===== config.mk =====
export PLATFORM = sky130hd
export DESIGN_NAME = pix_reassembler
export DESIGN_NICKNAME = d
export VERILOG_FILES = /design/src/rtl/pr_pkg.sv /design/src/rtl/pr_bitbuf.sv /design/src/rtl/pr_align.sv /design/src/rtl/pr_de_check.sv /design/src/rtl/pix_reassembler.sv
export SDC_FILE = /design/constraint.sdc
export NUM_CORES = 1
export LEC_CHECK = 0
export ABC_CLOCK_PERIOD_IN_PS = 5500
export BUFFER_PORTS_ARGS = -buffer_cell sky130_fd_sc_hd__buf_4
export CELL_PAD_IN_SITES_DETAIL_PLACEMENT = 1
export CELL_PAD_IN_SITES_GLOBAL_PLACEMENT = 1
export CORE_MARGIN = 4
export CORE_UTILIZATION = 43
export CTS_CLUSTER_SIZE = 14
export DETAILED_ROUTE_END_ITERATION = 6
export PLACE_DENSITY = 0.89
export SLEW_MARGIN = 20
export SYNTH_ARGS = -nofsm -noshare
export SYNTH_HDL_FRONTEND = slang
export SYNTH_SLANG_ARGS = --single-unit

===== constraint.sdc =====
create_clock -name clk -period 5.5 [get_ports clk]
set_clock_uncertainty 0.2 [all_clocks]
set_input_delay 0.825 -clock clk [delete_from_list [all_inputs] [get_ports clk]]
set_output_delay 0.825 -clock clk [all_outputs]
set_load 0.005 [all_outputs]

===== src/rtl/pr_pkg.sv =====
package pr_pkg;
  localparam int CTL_W = 3;

  typedef enum logic [1:0] {
    CTL_NEVER = 2'b00,
    CTL_RSVD  = 2'b01,
    CTL_EVEN  = 2'b10,
    CTL_EVERY = 2'b11
  } ctl_mode_e;

  function automatic int unsigned width_bits(input logic [1:0] code);
    case (code)
      2'b00:   return 10;
      2'b01:   return 12;
      2'b10:   return 18;
      default: return 24;
    endcase
  endfunction

  function automatic logic ctl_carried(input logic [1:0] mode, input logic odd);
    return (mode == CTL_EVERY) || ((mode == CTL_EVEN) && !odd);
  endfunction
endpackage


===== src/rtl/pr_bitbuf.sv =====
module pr_bitbuf #(
  parameter int SLOT_W = 16,
  parameter int PIX_W  = 24,
  parameter int CTL_W  = 3,
  parameter int ACC_W  = 42,
  parameter int NEED_W = 6
) (
  input  logic              clk,
  input  logic              rst,
  input  logic              take,
  input  logic              take_first,
  input  logic [SLOT_W-1:0] take_data,
  input  logic              pop,
  input  logic [NEED_W-1:0] pix_bits,
  input  logic [NEED_W-1:0] need,
  output logic              room,
  output logic              have,
  output logic [PIX_W-1:0]  head_pix,
  output logic [CTL_W-1:0]  head_ctl
);
  logic [ACC_W-1:0]  acc;
  logic [NEED_W-1:0] cnt;
  logic [ACC_W-1:0]  ext;

  assign ext  = {take_data, {(ACC_W-SLOT_W){1'b0}}} >> cnt;
  assign room = cnt < need;
  assign have = !room;

  assign head_pix = PIX_W'(acc >> (NEED_W'(ACC_W) - pix_bits));
  assign head_ctl = CTL_W'(acc >> (NEED_W'(ACC_W) - pix_bits - NEED_W'(CTL_W)));

  always_ff @(posedge clk) begin
    if (rst) begin
      acc <= '0;
      cnt <= '0;
    end else if (take) begin
      if (take_first) begin
        acc <= {take_data, {(ACC_W-SLOT_W){1'b0}}};
        cnt <= NEED_W'(SLOT_W);
      end else begin
        acc <= acc | ext;
        cnt <= cnt + NEED_W'(SLOT_W);
      end
    end else if (pop) begin
      acc <= acc << need;
      cnt <= cnt - need;
    end
  end
endmodule


===== src/rtl/pr_align.sv =====
module pr_align #(
  parameter int CNT_W = 8
) (
  input  logic             clk,
  input  logic             rst,
  input  logic             first_take,
  input  logic             pop,
  input  logic             has_ctl,
  input  logic             head_de,
  output logic             keep_head,
  output logic             pix_odd,
  output logic             aligned,
  output logic [CNT_W-1:0] realign_cnt
);
  logic first_pend;
  logic mark_ok;

  assign mark_ok   = first_pend && (!has_ctl || head_de);
  assign keep_head = aligned || mark_ok;

  always_ff @(posedge clk) begin
    if (rst) begin
      first_pend  <= 1'b0;
      pix_odd     <= 1'b0;
      aligned     <= 1'b0;
      realign_cnt <= '0;
    end else if (first_take) begin
      first_pend <= 1'b1;
      pix_odd    <= 1'b0;
    end else if (pop) begin
      first_pend <= 1'b0;
      pix_odd    <= !pix_odd;
      if (mark_ok) begin
        aligned <= 1'b1;
        if (realign_cnt != {CNT_W{1'b1}})
          realign_cnt <= realign_cnt + 1'b1;
      end
    end
  end
endmodule


===== src/rtl/pr_de_check.sv =====
module pr_de_check #(
  parameter int RUN_MIN = 4
) (
  input  logic clk,
  input  logic rst,
  input  logic emit,
  input  logic de_val,
  output logic err
);
  localparam int RUN_BW = $clog2(RUN_MIN + 1);
  logic [RUN_BW-1:0] run;

  always_ff @(posedge clk) begin
    if (rst) begin
      run <= '0;
      err <= 1'b0;
    end else if (emit) begin
      if (de_val) begin
        if (run != RUN_BW'(RUN_MIN)) run <= run + 1'b1;
      end else begin
        if (run != '0 && run < RUN_BW'(RUN_MIN)) err <= 1'b1;
        run <= '0;
      end
    end
  end
endmodule


===== src/rtl/pix_reassembler.sv =====
module pix_reassembler
  import pr_pkg::*;
#(
  parameter int SLOT_W  = 16,
  parameter int PIX_W   = 24,
  parameter int CNT_W   = 8,
  parameter int RUN_MIN = 4
) (
  input  logic              clk,
  input  logic              rst,
  input  logic [1:0]        cfg_width,
  input  logic [1:0]        cfg_ctl_mode,
  input  logic              slot_valid,
  output logic              slot_ready,
  input  logic [SLOT_W-1:0] slot_data,
  input  logic              slot_first,
  input  logic              slot_dummy,
  output logic              pix_valid,
  input  logic              pix_ready,
  output logic [PIX_W-1:0]  pix_data,
  output logic              pix_hsync,
  output logic              pix_vsync,
  output logic              pix_de,
  output logic              aligned,
  output logic [CNT_W-1:0]  realign_cnt,
  output logic              de_short_err
);
  localparam int ACC_W  = PIX_W + CTL_W + SLOT_W - 1;
  localparam int NEED_W = $clog2(ACC_W + 1);

  logic              room, have, take, pop, out_free;
  logic              has_ctl, pix_odd, keep_head;
  logic [NEED_W-1:0] pix_bits, need;
  logic [PIX_W-1:0]  head_pix;
  logic [CTL_W-1:0]  head_ctl, held_ctl, out_ctl;

  assign pix_bits   = NEED_W'(width_bits(cfg_width));
  assign has_ctl    = ctl_carried(cfg_ctl_mode, pix_odd);
  assign need       = pix_bits + (has_ctl ? NEED_W'(CTL_W) : '0);
  assign slot_ready = slot_dummy || room;
  assign take       = slot_valid && !slot_dummy && room;
  assign out_free   = !pix_valid || pix_ready;
  assign pop        = have && (!keep_head || out_free);
  assign out_ctl    = has_ctl ? head_ctl : held_ctl;

  pr_bitbuf #(
    .SLOT_W(SLOT_W), .PIX_W(PIX_W), .CTL_W(CTL_W), .ACC_W(ACC_W), .NEED_W(NEED_W)
  ) u_buf (
    .clk(clk), .rst(rst), .take(take), .take_first(slot_first),
    .take_data(slot_data), .pop(pop), .pix_bits(pix_bits), .need(need),
    .room(room), .have(have), .head_pix(head_pix), .head_ctl(head_ctl)
  );

  pr_align #(.CNT_W(CNT_W)) u_align (
    .clk(clk), .rst(rst), .first_take(take && slot_first), .pop(pop),
    .has_ctl(has_ctl), .head_de(head_ctl[0]), .keep_head(keep_head),
    .pix_odd(pix_odd), .aligned(aligned), .realign_cnt(realign_cnt)
  );

  pr_de_check #(.RUN_MIN(RUN_MIN)) u_de (
    .clk(clk), .rst(rst), .emit(pop && keep_head), .de_val(out_ctl[0]),
    .err(de_short_err)
  );

  always_ff @(posedge clk) begin
    if (rst) begin
      pix_valid <= 1'b0;
      pix_data  <= '0;
      pix_hsync <= 1'b0;
      pix_vsync <= 1'b0;
      pix_de    <= 1'b0;
      held_ctl  <= '0;
    end else begin
      if (pop && has_ctl) held_ctl <= head_ctl;
      if (pop && keep_head) begin
        pix_valid <= 1'b1;
        pix_data  <= head_pix;
        {pix_hsync, pix_vsync, pix_de} <= out_ctl;
      end else if (pix_ready) begin
        pix_valid <= 1'b0;
      end
    end
  end
endmodule


==> results of run 1 <==
how the worst max path moves through the flow:
| stage | startpoint | end | slack [ns] | cells after the start |
|---|---|---|---|---|
| after floorplan | cfg_width[0] | u_align.realign_cnt[6] | 0.13 | 18 |
| after global placement | cfg_width[1] | pix_data[13] | 0.56 | 14 |
| after detailed placement | cfg_width[1] | pix_data[20] | 0.41 | 14 |
| after CTS | u_buf.cnt[0] | slot_ready | 0.41 | 9 |
| after global routing | u_buf.cnt[0] | slot_ready | 0.14 | 9 |
| final | u_buf.cnt[0] | slot_ready | 0.41 | 9 |
Yosys cell counts (all sizes together) (5+ instances only):
library cell  number  area (µm²)
a211o              6        52.6
a211oi            38         285
nand3b             5        37.5
nand2b            14        87.6
a21oi            108         544
o21ai             99         514
a2111oi            7        61.3
mux4              76        1710
o2bb2ai            5        43.8
a32oi              5        43.8
mux2i             86         861
and3               7        43.8
nor2b             13        81.3
or2                8        50.1
a31oi             12        75.1
a21o               8        60.1
dfxtp             94        1880
nor3              42         210
o22ai             18         113
nand2            126         478
o31ai              6        50.1
or3               13        81.3
a22oi             14         105
a311oi            15         138
clkbuf            96         365
mux2              32         360
and2               6        37.5
nor2             103         387
inv               34         128
nand3             41         205
o32ai              5        43.8
a22o              12         105
o211ai            19         143
xnor2              5        43.8
ha                15         188
buf               40         215
a221oi            12         105
power by group:
| part | leakage [nW] | switching, mW | internal, mW |
|---|---|---|---|
| sequential | 0.764 | 0.406 | 0.802 |
| clock | 0.147 | 0.337 | 0.323 |
| combinational | 3.14 | 1.80 | 1.16 |
| total | 4.05 | 2.55 | 2.28 |
per-layer routing:
layer | up-vias | routed length (µm) | global-route usage
li1 | 4926 | - | -
met2 | 869 | 20900 | 0.543
met1 | 5745 | 17100 | 0.424
met3 | 285 | 5050 | 0.0763
met4 | 0 | 3730 | 0.205
met5 | - | 0 | 0.00947
cell families (layout without fill, tap and decap cells):
logic type	count (synthesis)	count (layout)	share of synthesized area
fa+ha+maj	19	19	0.0228
simple gates	390	390	0.171
compound gates	424	424	0.269
buf+inv	171	158	0.0683
mux	194	194	0.281
other cells	0	1	0
xor+xnor	8	8	0.00672
flops	94	94	0.180
state kept, by name, summed over array words and instances, names as in the netlist:
register             count
held_ctl                 3
pix_data                24
pix_de                   1
pix_hsync                1
pix_valid                1
pix_vsync                1
u_align.aligned          1
u_align.first_pend       1
u_align.pix_odd          1
u_align.realign_cnt      8
u_buf.acc               42
u_buf.cnt                6
u_de.err                 1
u_de.run                 3
worst min-delay path, stage by stage, from the launching register on:
cell	delay [ns]
dfxtp_1	0.32
nand2_1	0.05
a21oi_1	0.05
cell type report:
cell class / instances / area share
Antenna cell: 1 / 0.000220
Clock buffer: 9 / 0.0198
Clock inverter: 7 / 0.00648
Inverter: 35 / 0.0115
Multi-Input combinational cell: 1035 / 0.691
Sequential cell: 94 / 0.165
Tap cell: 319 / 0.0350
Timing Repair Buffer: 107 / 0.0705
stage by stage:
stage	setup slack [ns]	area, µm²
after floorplan	0.134	10400
after global placement	0.560	11100
after detailed placement	0.410	11100
after CTS	0.406	11400
after global routing	0.144	11400
final	0.410	11400
==> metrics.yaml, run 1 <==
logic_synthesis:
  yosysWarnings: 0
  synth-seq-cells: 94
  synth_edf_count: 0
  synth_area_mm2: 0.0104
  synth_cell_type_count: 77
  syn_inst: 1300
  syn-num-nets: 1342
  yosysSeqAreaShare: 0.180
  synth.avg_cell_area_um2: 8.02
  async_reset_ff_frac: 0
  ys.flop_type: "dfxtp_1"
clocking:
  cts.sinks: 94
  clock_tree.root_cell: "clkbuf_16"
  cts.htree.levels: 3
  cts_setup_buffers: 0
  clk_pin_slew_ns: 0.08
  cts_inserted_buffers: 9
  clock_path_buffers: 2
  cts-resized-gates: 0
  clk_latency_ns: 0.37
  cts_tree: "done"
  postCtsHoldBufs: 0
critical_path:
  crit_fanout: 19
  crit_slowest_cell: "dfxtp_1"
  rr_worst_depth: 10
  cpPeakStageDelay_ns: 0.83
  rr_endpoint: "u_buf.acc[7]"
  cp_top_family: "adder cells"
  worstSetupPathType: "reg -> out"
  r2r_slack_ns: 0.71
  critPathCaptureType: "primary output"
  path_buf_inv: 2
  crit_path_start_kind: "register"
  worstPathCellList: "inv_1, ha_1, fa_1, nand2b_1, a21oi_1, maj3_1, a21oi_1, or2_2, buf_4"
  crit_path_frequent_cell: "a21oi_1"
  crit_arrival_ns: 4.07
  cp.required_ns: 4.47
  worstReg2RegStart: "u_buf.cnt[0]"
die:
  ioPinCount: 65
  die_w_um: 164
  rows: 56
  die_area_mm2: 0.0268
  core_area_mm2: 0.0237
  start_util: 0.440
  die_h_um: 164
timing:
  max_freq_mhz: 196
  slew_headroom: 0.375
  hold_ws_ns: 0.264
  period_needed_ns: 5.09
  timing_hold_violations_final: 0
  slew_viol_final: 0
  tightestPinTransition_ns: 0.928
  rsz0062_at_grt: "false"
  setup_violations: 0
  setup_tns_ns: 0
  finalCritPeriodShare: 0.925
grt:
  grt_max_degree: 73
  groute.usage.overall: 0.342
  grt_pass1_vias: 11895
  overflow: 0
  grt_pass1_wl_um: 71100
  antenna_found_initial: 0
power_and_ir_drop:
  leakagePower_nw: 4.05
  ir_drop_v: 0.000315
  powerDensity_mw_per_mm2: 424
  totalPowerFinal_mw: 4.83
placement:
  port_buffers: 64
  dpl.hpwl_um: 33600
  place_congestion: 1.02
  placed_cells: 1590
hold_path:
  holdCritStartpoint: "pix_data[18]"
  hp-class: "reg -> reg"
  whs_path_depth: 2
  hold_path_end: "pix_data[18]"
route:
  ant_nets: 0
  wire_per_inst_um: 29.1
  dr.first_iter.drc_count: 1792
  drt-total-wl_um: 46800
  route.detailed.drc: 0
  via_count: 11825
  vias_per_cell: 7.36
  drt_first_pass_iters: 6
finish:
  final_util: 0.481
  multi_input_area_mm2: 0.00788
  nNetsFinal: 1324
  regArea_mm2: 0.00188
  final_cell_mix: "nand2_1 (124), buf_4 (107), a21oi_1 (106)"
  fillers: 2935
  layoutNonFillerInstCount: 1607
  synthToLayoutAreaGrowth_pct: 9.25
  drive_above_1_share: 0.203
  layout_commonest_cell: "nand2_1"
outcome:
  status: "complete, no violations"
job:
  cap_violations: 0
Note: power is estimated with default switching activity, not from simulation.
==> inputs of run 2 (changes only) <==
--- a/config.mk
+++ b/config.mk
@@ -13,7 +13,7 @@
 export CORE_UTILIZATION = 43
 export CTS_CLUSTER_SIZE = 14
 export DETAILED_ROUTE_END_ITERATION = 6
-export PLACE_DENSITY = 0.89
+export PLACE_DENSITY = 0.88
 export SLEW_MARGIN = 20
 export SYNTH_ARGS = -nofsm -noshare
 export SYNTH_HDL_FRONTEND = slang
==> run 2 against run 1 <==
  * Sequential share of layout area hardly changed
  * Setup slack better by 0.075 ns
  * Total power decreased by 0.14%
  * Sequential power hardly changed
  * Via count decreased by 2.3%
  * Register-to-register slack improved by 0.52 ns
  * Combinational power up 1%
  * Cell count stayed put
  * Clock power down 3%
  * Fmax is 1.5% higher
  * Utilization about the same
  * Critical path type is now in -> out
  * Highest routed layer unchanged
==> metrics.yaml, run 2 (synthesis gave the netlist of run 1 again) <==
timing:
  max_freq_mhz: 199  # was 196 MHz
  setup_violations: 0  # unchanged
  tightestPinTransition_ns: 1.06  # was 0.928 ns
  slew_viol_final: 0  # unchanged
  hold_ws_ns: 0.257  # was 0.264 ns
  finalCritPeriodShare: 0.912  # was 0.925
  fin_ws_ns: 0.484  # was 0.410 ns
  rsz0062_at_grt: "false"  # unchanged
  slew_headroom: 0.290  # was 0.375
  setup_tns_ns: 0  # unchanged
  timing_hold_violations_final: 0  # unchanged
  period_needed_ns: 5.02  # was 5.09 ns
power_and_ir_drop:
  totalPowerFinal_mw: 4.82  # was 4.83 mW
  clock_power_share: 0.133  # was 0.137
  seqPwrFrac: 0.245  # was 0.250
  switching_share: 0.526  # was 0.527
  internal_power_mw: 2.28  # about the same
  powerDensity_mw_per_mm2: 423  # was 424 mW/mm²
  switchingPower_mw: 2.54  # was 2.55 mW
  ir_drop_v: 0.000218  # was 0.000315 V
  leakagePower_nw: 4.05  # about the same
  combPwrFrac: 0.622  # was 0.613
route:
  via_count: 11552  # was 11825
  drt_first_pass_iters: 5  # was 6
  drt-total-wl_um: 46600  # was 46800 µm
  wire_per_inst_um: 29.0  # was 29.1 µm
  vias_per_cell: 7.19  # was 7.36
  route.detailed.drc: 0  # unchanged
  dr.first_iter.drc_count: 1441  # was 1792
  ant_nets: 0  # unchanged
finish:
  diodes: 0  # was 1
  largest_register_ff_count: 42  # unchanged
  layout_commonest_cell: "nand2_1"  # unchanged
  layoutNonFillerInstCount: 1607  # unchanged
  largestRegisters: "u_buf.acc (42), pix_data (24), u_align.realign_cnt (8)"  # unchanged
  largest_register: "u_buf.acc"  # unchanged
  multi_input_area_mm2: 0.00788  # unchanged
  final_cell_mix: "nand2_1 (124), buf_4 (108), a21oi_1 (106)"  # was nand2_1 (124), buf_4 (107), a21oi_1 (106)
  synthToLayoutAreaGrowth_pct: 9.30  # was 9.25%
  final_util: 0.481  # about the same
  nNetsFinal: 1325  # was 1324
  regArea_mm2: 0.00188  # unchanged
  drive_above_1_share: 0.203  # about the same
  final_area_mm2: 0.0114  # about the same
  fillers: 2886  # was 2935
critical_path:
  worstSetupPathType: "in -> out"  # was reg -> out
  r2r_slack_ns: 1.23  # was 0.71 ns
  crit_fanout: 10  # was 19
  crit_arrival_ns: 3.99  # was 4.07 ns
  rr_endpoint: "u_buf.acc[17]"  # was u_buf.acc[7]
  crit_start: "cfg_width[1]"  # was u_buf.cnt[0]
  cp.required_ns: 4.47  # about the same
  worstReg2RegStart: "u_buf.cnt[0]"  # unchanged
  rr_worst_depth: 12  # was 10
  crit_path_start_kind: "input pin"  # was register
  critPathCaptureType: "primary output"  # unchanged
clocking:
  cts.sinks: 94  # unchanged
  cts_setup_buffers: 0  # unchanged
  postCtsHoldBufs: 0  # unchanged
  cts.htree.levels: 3  # unchanged
  clk_pin_slew_ns: 0.07  # was 0.08 ns
  clock_tree.root_cell: "clkbuf_16"  # unchanged
  cts_inserted_buffers: 9  # unchanged
  cts-resized-gates: 0  # unchanged
  clock_path_buffers: 2  # unchanged
  clk_latency_ns: 0.36  # was 0.37 ns
  cts_tree: "done"  # unchanged
outcome:
  status: "complete, no violations"  # unchanged
placement:
  place_congestion: 1.00  # was 1.02
  placed_area_mm2: 0.0111  # about the same
  dpl.hpwl_um: 34000  # was 33600 µm
  placed_cells: 1591  # was 1590
  port_buffers: 64  # unchanged
  pre_cts_ws_ns: 0.531  # was 0.410 ns
die:
  die_w_um: 164  # unchanged
  core_area_mm2: 0.0237  # unchanged
  die_h_um: 164  # unchanged
  die_area_mm2: 0.0268  # unchanged
  ioPinCount: 65  # unchanged
  rows: 56  # unchanged
  start_util: 0.440  # unchanged
grt:
  groute.usage.overall: 0.342  # about the same
  grt_max_degree: 73  # unchanged
  grt_pass1_wl_um: 70600  # was 71100 µm
  grt_pass1_vias: 11620  # was 11895
  antenna_found_initial: 0  # unchanged
  overflow: 0  # unchanged
hold_path:
  holdCritStartpoint: "pix_data[20]"  # was pix_data[18]
  hold_path_end: "pix_data[20]"  # was pix_data[18]
  hp-class: "reg -> reg"  # unchanged
  whs_path_depth: 2  # unchanged
job:
  cap_violations: 0  # unchanged
[run 2: worst max-delay path by stage]
stage                                         to  slack, ns  depth (start not counted)
after detailed placement  u_align.realign_cnt[3]       0.53                         13
after global placement                slot_ready       0.67                         12
after CTS                             slot_ready       0.54                         12
after global routing                  slot_ready       0.35                         12
final                                 slot_ready       0.48                         12
after floorplan           u_align.realign_cnt[6]       0.13                         18
[run 2: final cells by class]
type / instances / area share
Inverter: 35 / 0.0115
Clock buffer: 9 / 0.0198
Tap cell: 319 / 0.0350
Timing Repair Buffer: 108 / 0.0711
Sequential cell: 94 / 0.165
Clock inverter: 7 / 0.00647
Multi-Input combinational cell: 1035 / 0.691
[run 2: power by group through the flow]
stage	clock network [mW]	logic (mW)	registers [mW]
after global routing	0.682	3.19	1.16
after CTS	0.647	2.91	1.13
after detailed placement	0	2.88	1.15
after floorplan	0	2.13	0.905
final	0.642	3.00	1.18
after global placement	0	2.80	1.14
[run 2: routing by layer]
layer	track usage	vias to the layer above	part of all wire
met2	0.534	740	0.45
met3	0.0821	197	0.10
li1	-	4932	-
met1	0.433	5683	0.38
met5	0	-	0
met4	0.198	0	0.068
[run 2: critical path, cell delays in order]
cell and delay [ns]:
buf_4 0.15, inv_1 0.12, ha_1 0.22, or2_2 0.30, ha_1 0.40, fa_1 0.46
nand2b_1 0.20, a21oi_1 0.33, maj3_1 0.33, a21oi_1 0.19, or2_2 0.32, buf_4 0.14
